`src/rtl/tbt_pkg.sv`:
```
package tbt_pkg;
   typedef enum logic {
      DIR_UNTAKEN = 1'b0,
      DIR_TAKEN   = 1'b1
   } dir_e;

   // byte offset of an aligned instruction
   localparam int unsigned INSN_ALIGN_BITS = 2;
endpackage

```
`src/rtl/tbt_index.sv`:
```
module tbt_index #(
   parameter int unsigned PC_W  = 32,
   parameter int unsigned IDX_W = 6,
   parameter int unsigned LSB   = 2
) (
   input  logic [PC_W-1:0]  pc,
   output logic [IDX_W-1:0] idx
);
   if (LSB + IDX_W > PC_W) begin : g_bad_slice
      $error("tbt_index: index field exceeds address width");
   end

   assign idx = pc[LSB +: IDX_W];
endmodule

```
`src/rtl/tbt_store.sv`:
```
module tbt_store
   import tbt_pkg::*;
#(
   parameter int unsigned IDX_W      = 6,
   parameter bit          INIT_TAKEN = 1'b0
) (
   input  logic             clk,
   input  logic             rst_n,
   input  logic [IDX_W-1:0] rd_idx,
   output dir_e             rd_dir,
   input  logic             wr_en,
   input  logic [IDX_W-1:0] wr_idx,
   input  dir_e             wr_dir
);
   localparam int unsigned DEPTH = 1 << IDX_W;

   dir_e init_dir;
   dir_e slot_q [DEPTH];

   if (INIT_TAKEN) begin : g_init_t
      assign init_dir = DIR_TAKEN;
   end else begin : g_init_u
      assign init_dir = DIR_UNTAKEN;
   end

   for (genvar e = 0; e < DEPTH; e++) begin : g_slot
      logic hit;
      assign hit = wr_en && (wr_idx == IDX_W'(e));
      always_ff @(posedge clk or negedge rst_n) begin
         if (!rst_n)   slot_q[e] <= init_dir;
         else if (hit) slot_q[e] <= wr_dir;
      end
   end

   // read sees the pre-edge contents, so same-cycle collision yields old bit
   assign rd_dir = slot_q[rd_idx];
endmodule

```
`src/rtl/takenbit_table.sv`:
```
module takenbit_table
   import tbt_pkg::*;
#(
   parameter int unsigned PC_W       = 32,
   parameter int unsigned IDX_W      = 6,
   parameter bit          INIT_TAKEN = 1'b0
) (
   input  logic            clk,
   input  logic            rst_n,
   input  logic [PC_W-1:0] fetch_pc,
   output logic            fetch_hint_taken,
   input  logic            upd_valid,
   input  logic [PC_W-1:0] upd_pc,
   input  logic            upd_taken
);
   localparam int unsigned LSB = INSN_ALIGN_BITS;

   if (IDX_W < 1 || IDX_W > 12) begin : g_bad_depth
      $error("takenbit_table: IDX_W must be 1..12");
   end

   logic [IDX_W-1:0] f_idx;
   logic [IDX_W-1:0] u_idx;
   dir_e             f_dir;
   dir_e             u_dir;

   tbt_index #(.PC_W(PC_W), .IDX_W(IDX_W), .LSB(LSB)) fidx_i (
      .pc(fetch_pc), .idx(f_idx));

   tbt_index #(.PC_W(PC_W), .IDX_W(IDX_W), .LSB(LSB)) uidx_i (
      .pc(upd_pc), .idx(u_idx));

   assign u_dir = upd_taken ? DIR_TAKEN : DIR_UNTAKEN;

   tbt_store #(.IDX_W(IDX_W), .INIT_TAKEN(INIT_TAKEN)) store_i (
      .clk    (clk),
      .rst_n  (rst_n),
      .rd_idx (f_idx),
      .rd_dir (f_dir),
      .wr_en  (upd_valid),
      .wr_idx (u_idx),
      .wr_dir (u_dir)
   );

   assign fetch_hint_taken = (f_dir == DIR_TAKEN);
endmodule

```
`config.mk`:
```
export PLATFORM = sky130hd
export DESIGN_NAME = takenbit_table
export DESIGN_NICKNAME = d
export VERILOG_FILES = /design/src/rtl/tbt_pkg.sv /design/src/rtl/tbt_index.sv /design/src/rtl/tbt_store.sv /design/src/rtl/takenbit_table.sv
export SDC_FILE = /design/constraint.sdc
export NUM_CORES = 1
export LEC_CHECK = 0
export CAP_MARGIN = 0
export CORE_MARGIN = 2
export CORE_UTILIZATION = 55
export DETAILED_ROUTE_END_ITERATION = 7
export GPL_TIMING_DRIVEN = 0
export PLACE_DENSITY_LB_ADDON = 0.1
export SYNTH_ARGS = -nofsm -noshare
export SYNTH_HDL_FRONTEND = slang
export SYNTH_SLANG_ARGS = --single-unit
export TNS_END_PERCENT = 30
```
`constraint.sdc`:
```
create_clock -name clk -period 4.3 [get_ports clk]
set_input_delay 0.86 -clock clk [delete_from_list [all_inputs] [get_ports clk]]
set_output_delay 0.86 -clock clk [all_outputs]
set_load 0.01 [all_outputs]
```
==> summary.md <==
| Metric | Value |
|---|---|
| Outcome | finished clean |
| CTS H-tree lvls | 3 |
| GRT overflow | 0 |
| Cells on worst reg2reg path | 1 |
| Arr. time, crit path | between 3 and 4 ns |
| Finished Core Util | 63.7% |
| Max reg flops | 64 |
| Final hold viol count | 0 |
| Initial Util | 56.7% |
| Clk buf depth | 2 |
| Num rows | 28 |
| Max-slew violations | 0 |
| RD Place Congestion | about 0.81 |
| Layout cell share with drive strength beyond 1 | between 30% and 40% |
| Via count | between 2k and 2.5k |
| Total track usage | 26.0% |
| Initial DRT Pass Iterations | 4 |
| Worst Path Required | between 3 and 4 ns |
| Post-placement cell count | 364 |
| Routed WL | 7.56 mm |
| Hold Path Cell Cnt | 1 |
| Fin crit period | 4.13 ns |
| Cell Area, Synth | approximately 0.0033 mm2 |
| PwrDens | 391 mW/mm2 |
| Ant. Diodes | 0 |
| Yosys cell types | 30 |
| Drt wl/cell | 19.9 um |
| Number of hold buffers added after CTS | 0 |
| Pwr Total | 1.46 mW |
| Flop2flop setup slack | 3.49 ns |
| First DRT Iteration DRCs | 160 |
| Seq/Total Area, Yosys | 48.0% |
| Number of global-route vias before repair | ~2.4k |
| Worst Path Max Fanout | 10 |
| Final Skew | 0 ns |
| Clk_lat worst skew | 0.35 ns |
| Area contributors post-synth | dfrtp_1 (48%), mux2_2 (22%), mux4_2 (6.7%) |
| Total CTS buffers | 9 |
| First-pass GRT wire length | 12.5 mm |
| Post-synth top area share | a little under half |
| Tcrit/Tclk final | 96.0% |
| Antenna-violating nets left | 0 |
| Die X-Extent | around 80 um |
| CTS Sinks | 64 |
| RSZ-0062 raised after global routing | false |
| Dpl hpwl | 5.30 mm |
| Pin count of the biggest net entering global routing | 65 |
| Worst-Margin Slew | 0.813 ns |
| Hold crit path type | reg2reg |
| CTS tree | done |
| Max-cap viol count | 0 |
| Synthesis Warnings | 0 |
| Root Driver | clkbuf_8 |
| Reg with most FFs | store_i.slot_q |
| DRC | 0 |
| Peak VDD IR | 0.176 mV |
| Port bufs | 12 |
| Post-Synthesis Cells | 277 |
| Flops & latches, synth | 64 |
| Cell accounting for the most synthesized area | dfrtp_1 |
| Max-slew headroom | between 40% and 50% |
| Maximum clock rate | 0.242 GHz |
| CP Launch Type | primary input |
| Total die area | ~0.0067 mm2 |
| Area Overhead vs Synth | 12.3% |
| Post-placement setup slack | -0.152 ns |
| Vias per std cell | between 5 and 6 |
| Top flop regs | store_i.slot_q (64) |
| Worst Slack Setup Final | 0.174 ns |
| TNS Setup | 0 ns |
| DIE HEIGHT | 81.9 um |
| Final cell count without fillers | 380 |
| Io pins | 69 |
| Post-Syn Nets | 345 |
| CP endpoint kind | output port |
| Core ar. | 0.00589 mm2 |
| Final setup vio count | 0 |
| Critical path class | in2out |
| Lkg Pwr | about 1.6 nW |
| Syn avg cell area | 12.1 um2 |
| Initial antenna violation count | 0 |
| Final Net Count | 368 |
| Clock slew at reported path FFs | roughly 0.070 ns |
## metrics by stage
step	hold WS, ns	cell area, um2
2_1_floorplan	0.470	3340
5_1_grt	0.525	3750
3_3_place_gp	0.478	3550
6_report	0.501	3750
3_5_place_dp	0.487	3550
4_1_cts	0.503	3750
## layout make-up
class                   instances  area [um2]
clock buffers                  13         159
clock inverters                 3        40.0
well taps                      75        93.8
repair buffers                 12         115
plain buffers                  17        75.1
flip-flops and latches         64        1600
fillers                       463        2140
multi-input cells             196        1660
## cells in the mapped netlist (all sizes together)
library cell  number
a32o               1
a41oi              1
and3               1
or2                6
nor2              27
mux4              17
nor2b              2
a22oi              2
a21boi             1
a21oi              1
and3b              1
nor3               6
mux2              64
nor3b              1
dfrtp             64
nor4               1
and2b              1
nand2             49
buf                3
nand2b             4
nand3              5
nand3b             2
nand4              2
clkbuf            14
or3b               1
## repair_timing
action,CTS,global route
buffers inserted,0,0
gates resized for setup,3,0
setup endpoints to repair,1,0
## cell families (layout without fill, tap and decap cells)
group                  Yosys count  count (layout)  share of synthesized area [%]
AND/OR/NAND/NOR                109             109                           14.6
multiplexers                    81              81                           33.8
flip-flops                      64              64                           48.0
buffers and inverters           17              45                           2.17
AO/OA/AOI/OAI                    6               6                           1.39
## metal layers
layer / vias up / global-route usage (%) / share of wire, %
li1: 1032 / - / -
met1: 1146 / 35.0 / 45
met2: 46 / 42.6 / 49
met3: 12 / 3.63 / 4.0
met4: 0 / 10.3 / 1.5
met5: - / 0 / 0
## cells in the final DEF, fill, tap and decap left out
master	synthesis	routed
nor2b_1	2	2
and2b_1	1	1
buf_4	0	2
nand3b_1	2	2
clkinv_2	0	2
mux2_2	64	64
nor3b_1	1	1
nand2_1	49	49
clkbuf_8	0	11
bufinv_16	0	1
a41oi_1	1	1
a32o_1	1	1
or2_0	1	1
clkdlybuf4s50_1	0	9
nand2b_1	4	4
a22oi_1	2	2
dfrtp_1	64	64
and3b_1	1	1
clkbuf_1	14	16
buf_1	1	1
or2_2	4	4
and3_1	1	1
dlygate4sd2_1	0	2
a21oi_1	1	1
a21boi_0	1	1
nor4_1	1	1
nand4_1	2	2
mux4_1	7	7
or2_1	1	1
buf_6	1	1
nor2_1	27	27
nor3_1	6	6
or3b_2	1	1
mux4_2	10	10
nand3_1	5	5
## worst max-delay path: stages
cell	delay, ns
dlygate4sd2_1	0.33
buf_6	0.19
mux4_2	0.49
mux4_2	0.49
or2_0	0.21
a32o_1	0.21
clkdlybuf4s50_1	0.48
## final timing paths
| path | startpoint | end |
|---|---|---|
| max | fetch_pc[3] | fetch_hint_taken |
| min | store_i.slot_q[19] | store_i.slot_q[19] |
| max reg2reg | store_i.slot_q[58] | store_i.slot_q[58] |
| min reg2reg | store_i.slot_q[19] | store_i.slot_q[19] |
| max in group asynchronous | rst_n | store_i.slot_q[59] |
| min in group asynchronous | rst_n | store_i.slot_q[15] |
## where the power goes
part	total (mW)	internal [mW]	switching, mW
Sequential	0.720	0.682	0.0387
Combinational	0.217	0.122	0.0944
Clock	0.528	0.298	0.230
Total	1.46	1.10	0.363
Note: power is estimated with default switching activity, not from simulation.
